File: config.mk
export PLATFORM = sky130hd
export DESIGN_NAME = llsc_monitor
export DESIGN_NICKNAME = d
export VERILOG_FILES = /design/src/rtl/llsc_pkg.sv /design/src/rtl/llsc_arbiter.sv /design/src/rtl/llsc_word_mem.sv /design/src/rtl/llsc_resv_table.sv /design/src/rtl/llsc_monitor.sv
export SDC_FILE = /design/constraint.sdc
export NUM_CORES = 1
export LEC_CHECK = 0
export CAP_MARGIN = 20
export CORE_AREA = 2 2 163 165
export CTS_CLUSTER_SIZE = 10
export DETAILED_ROUTE_END_ITERATION = 6
export DIE_AREA = 0 0 165 167
export HOLD_SLACK_MARGIN = 0.12
export PLACE_DENSITY = 0.84
export SLEW_MARGIN = 10
export SYNTH_ARGS = -nofsm -noshare
export SYNTH_HDL_FRONTEND = slang
export SYNTH_SLANG_ARGS = --single-unit
File: constraint.sdc
create_clock -name clk -period 5.1 [get_ports clk]
set_input_delay 1.02 -clock clk [delete_from_list [all_inputs] [get_ports clk]]
set_output_delay 1.02 -clock clk [all_outputs]
set_load 0.01 [all_outputs]
File: src/rtl/llsc_pkg.sv
package llsc_pkg;
   typedef enum logic [1:0] {
      OP_READ  = 2'd0,
      OP_STORE = 2'd1,
      OP_LLOAD = 2'd2,
      OP_CSTOR = 2'd3
   } llsc_op_e;
endpackage

File: src/rtl/llsc_arbiter.sv
module llsc_arbiter #(
   parameter int N_AGENTS  = 4,
   parameter bit LOW_FIRST = 1'b1
) (
   input  logic [N_AGENTS-1:0] req,
   output logic [N_AGENTS-1:0] gnt
);
   generate
      if (LOW_FIRST) begin : g_low
         always_comb begin
            gnt = '0;
            for (int i = N_AGENTS - 1; i >= 0; i--) begin
               if (req[i]) begin
                  gnt = '0;
                  gnt[i] = 1'b1;
               end
            end
         end
      end else begin : g_high
         always_comb begin
            gnt = '0;
            for (int i = 0; i < N_AGENTS; i++) begin
               if (req[i]) begin
                  gnt = '0;
                  gnt[i] = 1'b1;
               end
            end
         end
      end
   endgenerate
endmodule

File: src/rtl/llsc_word_mem.sv
module llsc_word_mem #(
   parameter int ADDR_W = 4,
   parameter int DATA_W = 16
) (
   input  logic              clk,
   input  logic              rst_n,
   input  logic              we,
   input  logic [ADDR_W-1:0] addr,
   input  logic [DATA_W-1:0] wdata,
   output logic [DATA_W-1:0] rdata
);
   localparam int DEPTH = 1 << ADDR_W;

   logic [DATA_W-1:0] words [DEPTH];

   generate
      for (genvar w = 0; w < DEPTH; w++) begin : g_word
         always_ff @(posedge clk) begin
            if (!rst_n) begin
               words[w] <= '0;
            end else if (we && addr == ADDR_W'(w)) begin
               words[w] <= wdata;
            end
         end
      end
   endgenerate

   assign rdata = words[addr];
endmodule

File: src/rtl/llsc_resv_table.sv
module llsc_resv_table #(
   parameter int N_AGENTS = 4,
   parameter int ADDR_W   = 4,
   localparam int AGT_W   = $clog2(N_AGENTS)
) (
   input  logic              clk,
   input  logic              rst_n,
   input  logic              ll_en,
   input  logic              sc_en,
   input  logic              wr_commit,
   input  logic [AGT_W-1:0]  agent,
   input  logic [ADDR_W-1:0] addr,
   output logic              sc_hit
);
   logic [N_AGENTS-1:0] rv;
   logic [ADDR_W-1:0]   ra [N_AGENTS];

   generate
      for (genvar i = 0; i < N_AGENTS; i++) begin : g_slot
         logic mine;
         logic snoop_hit;
         assign mine      = (agent == AGT_W'(i));
         assign snoop_hit = wr_commit && !mine && rv[i] && (ra[i] == addr);

         always_ff @(posedge clk) begin
            if (!rst_n) begin
               rv[i] <= 1'b0;
               ra[i] <= '0;
            end else if (ll_en && mine) begin
               rv[i] <= 1'b1;
               ra[i] <= addr;
            end else if (sc_en && mine) begin
               rv[i] <= 1'b0;
            end else if (snoop_hit) begin
               rv[i] <= 1'b0;
            end
         end
      end
   endgenerate

   assign sc_hit = rv[agent] && (ra[agent] == addr);
endmodule

File: src/rtl/llsc_monitor.sv
module llsc_monitor
   import llsc_pkg::*;
#(
   parameter int N_AGENTS  = 4,
   parameter int ADDR_W    = 4,
   parameter int DATA_W    = 16,
   parameter bit LOW_FIRST = 1'b1,
   localparam int AGT_W    = $clog2(N_AGENTS)
) (
   input  logic                       clk,
   input  logic                       rst_n,
   input  logic [N_AGENTS-1:0]        req_valid,
   input  logic [2*N_AGENTS-1:0]      req_op,
   input  logic [ADDR_W*N_AGENTS-1:0] req_addr,
   input  logic [DATA_W*N_AGENTS-1:0] req_wdata,
   output logic [N_AGENTS-1:0]        req_grant,
   output logic                       rsp_valid,
   output logic [AGT_W-1:0]           rsp_agent,
   output logic [DATA_W-1:0]          rsp_rdata,
   output logic                       rsp_sc_ok,
   output logic                       mem_wr_fire
);
   initial begin
      assert (N_AGENTS >= 2 && N_AGENTS <= 32)
         else $error("llsc_monitor: N_AGENTS out of range");
      assert (ADDR_W >= 1 && ADDR_W <= 10)
         else $error("llsc_monitor: ADDR_W out of range");
      assert (DATA_W >= 1)
         else $error("llsc_monitor: DATA_W out of range");
   end

   logic              any_gnt;
   logic [AGT_W-1:0]  sel;
   llsc_op_e          sel_op;
   logic [ADDR_W-1:0] sel_addr;
   logic [DATA_W-1:0] sel_wdata;
   logic [DATA_W-1:0] mem_q;
   logic              sc_hit;
   logic              do_ll, do_sc, do_write;

   llsc_arbiter #(.N_AGENTS(N_AGENTS), .LOW_FIRST(LOW_FIRST)) u_arb (
      .req (req_valid),
      .gnt (req_grant)
   );

   always_comb begin
      sel       = '0;
      sel_op    = OP_READ;
      sel_addr  = '0;
      sel_wdata = '0;
      for (int i = 0; i < N_AGENTS; i++) begin
         if (req_grant[i]) begin
            sel       = AGT_W'(i);
            sel_op    = llsc_op_e'(req_op[2*i +: 2]);
            sel_addr  = req_addr[ADDR_W*i +: ADDR_W];
            sel_wdata = req_wdata[DATA_W*i +: DATA_W];
         end
      end
   end

   assign any_gnt  = |req_grant;
   assign do_ll    = any_gnt && sel_op == OP_LLOAD;
   assign do_sc    = any_gnt && sel_op == OP_CSTOR;
   assign do_write = any_gnt && (sel_op == OP_STORE || (sel_op == OP_CSTOR && sc_hit));

   llsc_resv_table #(.N_AGENTS(N_AGENTS), .ADDR_W(ADDR_W)) u_resv (
      .clk       (clk),
      .rst_n     (rst_n),
      .ll_en     (do_ll),
      .sc_en     (do_sc),
      .wr_commit (do_write),
      .agent     (sel),
      .addr      (sel_addr),
      .sc_hit    (sc_hit)
   );

   llsc_word_mem #(.ADDR_W(ADDR_W), .DATA_W(DATA_W)) u_mem (
      .clk   (clk),
      .rst_n (rst_n),
      .we    (do_write),
      .addr  (sel_addr),
      .wdata (sel_wdata),
      .rdata (mem_q)
   );

   always_ff @(posedge clk) begin
      if (!rst_n) begin
         rsp_valid   <= 1'b0;
         rsp_agent   <= '0;
         rsp_rdata   <= '0;
         rsp_sc_ok   <= 1'b0;
         mem_wr_fire <= 1'b0;
      end else begin
         rsp_valid   <= any_gnt;
         rsp_agent   <= sel;
         rsp_rdata   <= mem_q;
         rsp_sc_ok   <= do_sc && sc_hit;
         mem_wr_fire <= do_write;
      end
   end
endmodule

==> run summary <==
GRT met3 Usage: 6.63%
Largest net degree at the start of global routing: 89
Initial Util: 55.2%
Layout Nets: 1354
Layout Skew: 0.0273 ns
WS Path Type: in -> reg
# DRC: 0
Clk network pwr share: 36.7%
Leakage power: 5.34 nW
Peak supply drop: 318 uV
Area Overhead vs Synth: 21.7%
Port Buffers: 118
Worst Setup Start Kind: input port
Global router's overall resource usage: 33.1%
First-pass GRT wire length: 67.8 mm
Worst-case clock buffer depth: 3
Slew headroom: 35.7%
Met1 GRT Util: 44.0%
Yosys Warn Count: 0
Via count: 11600
Worst-path fanout max: 31
Post-CTS setup buffers: 0
Ys async rst share: 0%
Gr busiest metal: met2
CP arrival: 4.40 ns
Post-Synthesis Net Count: 1257
Drt pass-1 iters: 6
Period utilization: 82.2%
Final instance area: 0.0173 sq mm
Routed vias/inst: 7.16
Synth Register Bits: 297
Final min period: 4.19 ns
Synthesized area: 0.0142 sq mm
Top post-synthesis cells by area: edfxtp_1, nor4_1, mux4_2, nor3_1, a22oi_1
Area fraction of the dominant cell type after synthesis: 57.4%
Critical Path RT: 5.31 ns
Comb power frac: 16.9%
Core region area: 0.0258 sq mm
Routability cong.: 0.955
Count of different cell masters after synthesis: 50
Hold_ws: 0.494 ns
Worst-path clk slew: 0.06 ns
Initial antenna violation count: 1
FP Rows: 59
Placed instance area: 0.0163 sq mm
HP Class: reg -> reg
Seq/Total Area, Yosys: 61.0%
Syn Inst Count: 1163
TritonCTS clock tree: done
Die width: 165 microns
Final-report setup violation count: 0
Final WL: 45.2 mm
IO Pins: 119
Final Max Tran Viols: 0
Routing usage on met2: 53.4%
EDFF count, synth: 272
Syn Area/Cell: 12.2 sq um
Final Hold Viols: 0
Worst setup margin: 0.910 ns
Share of layout cells above drive strength 1: 14.9%
Initial DRC count: 2084
Die area: 0.0276 sq mm
Chip Height: 167 microns
H-tree Lvls: 2
Hold Buf Count CTS: 0
TNS Setup: 0 ns
Post-DP HPWL: 30.1 mm
P_sw: 0.00170 W
Inst Count DP: 1557
CTS resizes: 0
Internal power: 0.00451 W
Num CTS Buffers: 35
Post-route ant nets: 0
RSZ-0062 raised after global routing: no
Worst-Skew Late Latency: 0.54 ns
Seq pwr share: 46.4%
Remaining Overflow, GRT: 0
Vias in the first global route: 11300
Sw Share: 27.4%
Synth cell count leaders: edfxtp_1, nor4_1, nor3_1
Fmax: 239 MHz
Max-cap violation count: 0
WL/cell: 27.9 microns
Pre-CTS setup slack: 0.423 ns
Clock Tree Root: clkbuf_16
Final cell count without fillers: 1621
Synth area leader: edfxtp_1
Worst-margin pin slew: 0.960 ns
PwrDens: 359 mW/mm^2
Clk sinks: 297
Setup crit end kind: flop
Ant diodes: 0
Status: finished, final reports clean
Most used DFF post-synth: edfxtp_1
Cell with the most instances after synthesis: edfxtp_1
worst max-delay path, cell delays in order:
cell and delay [ns]:
clkdlybuf4s50_1 0.73, buf_4 0.24, and2b_1 0.24, a221oi_1 0.26
o22ai_1 0.12, xnor2_1 0.17, nor4_4 0.40, a21oi_4 0.18
buf_12 0.23, o31ai_4 0.49, buf_4 0.31
logic make-up (layout without fill, tap and decap cells):
logic type                Yosys count  count (layout)  share of synthesized area [%]
xor gates and xnor gates           20              20                           1.23
AOI/OAI and AO/OA                 236             236                           12.3
and+or+nand+nor                   431             431                           16.1
DFF                               297             297                           61.0
muxes                              32              32                           5.07
buffers and inverters             147             270                           4.30
power groups by stage:
stage                     Sequential [W]  Combinational (W)  Clock [W]
final                            0.00288            0.00105    0.00228
after detailed placement         0.00292            0.00102          0
after floorplan                  0.00291           0.000555          0
after global routing             0.00289            0.00109    0.00238
after global placement           0.00291           0.000993          0
after CTS                        0.00288            0.00102    0.00227
sequential cells by signal (all words and copies together) (netlist names):
name and cells:
rsp_rdata 16, u_resv.ra 16, u_mem.words 256, u_resv.rv 4
rsp_sc_ok 1, rsp_valid 1, rsp_agent 2, mem_wr_fire 1
path summary, 6_finish.rpt:
check | slack, ns | cells after the start | from | to
setup / recovery | 0.91 | 11 | req_valid[2] | u_mem.words[7][8]$_SDFFCE_PN0P_
setup reg to reg | 2.11 | 9 | u_resv.ra[3][2]$_SDFFCE_PN0P_ | u_mem.words[7][8]$_SDFFCE_PN0P_
hold / removal | 0.49 | 2 | u_resv.rv[3]$_SDFFE_PN0P_ | u_resv.rv[3]$_SDFFE_PN0P_
hold reg to reg | 0.49 | 2 | u_resv.rv[3]$_SDFFE_PN0P_ | u_resv.rv[3]$_SDFFE_PN0P_
cells in the final DEF (no fill, tap or decap), drive strengths merged, types with 25 or more instances in the layout:
cell type      Yosys  routed
clkdlybuf4s50      0     116
edfxtp           272     272
o21ai             25      25
nand2             77      77
mux4              32      32
clkbuf            90      59
nor2              37      37
a22o              32      32
nor3             111     111
nor4             151     151
a22oi             73      73
buf               52      86
dfxtp             25      25
metrics by stage:
step                      util [%]  power (W)
after CTS                     67.0    0.00617
after detailed placement      63.1    0.00394
after global placement        63.1    0.00391
after global routing          67.1    0.00636
after floorplan                  -    0.00346
final                         67.1    0.00621
routing by layer:
metal / vias up / share of wire (%) / wire length (microns)
met3: 174 / 13 / 5860
li1: 4850 / - / -
met5: - / 0 / 0
met2: 1031 / 48 / 21900
met1: 5554 / 34 / 15300
met4: 0 / 4.7 / 2130
layout make-up:
cell class,count,area (sq um)
Sequential cell,297,8670
Fill cell,1717,8470
Multi-Input combinational cell,719,5210
Timing Repair Buffer,202,1960
Clock buffer,59,966
Tap cell,335,419
Clock inverter,4,53.8
Inverter,5,18.8
Power figures use the tool's default switching activity.
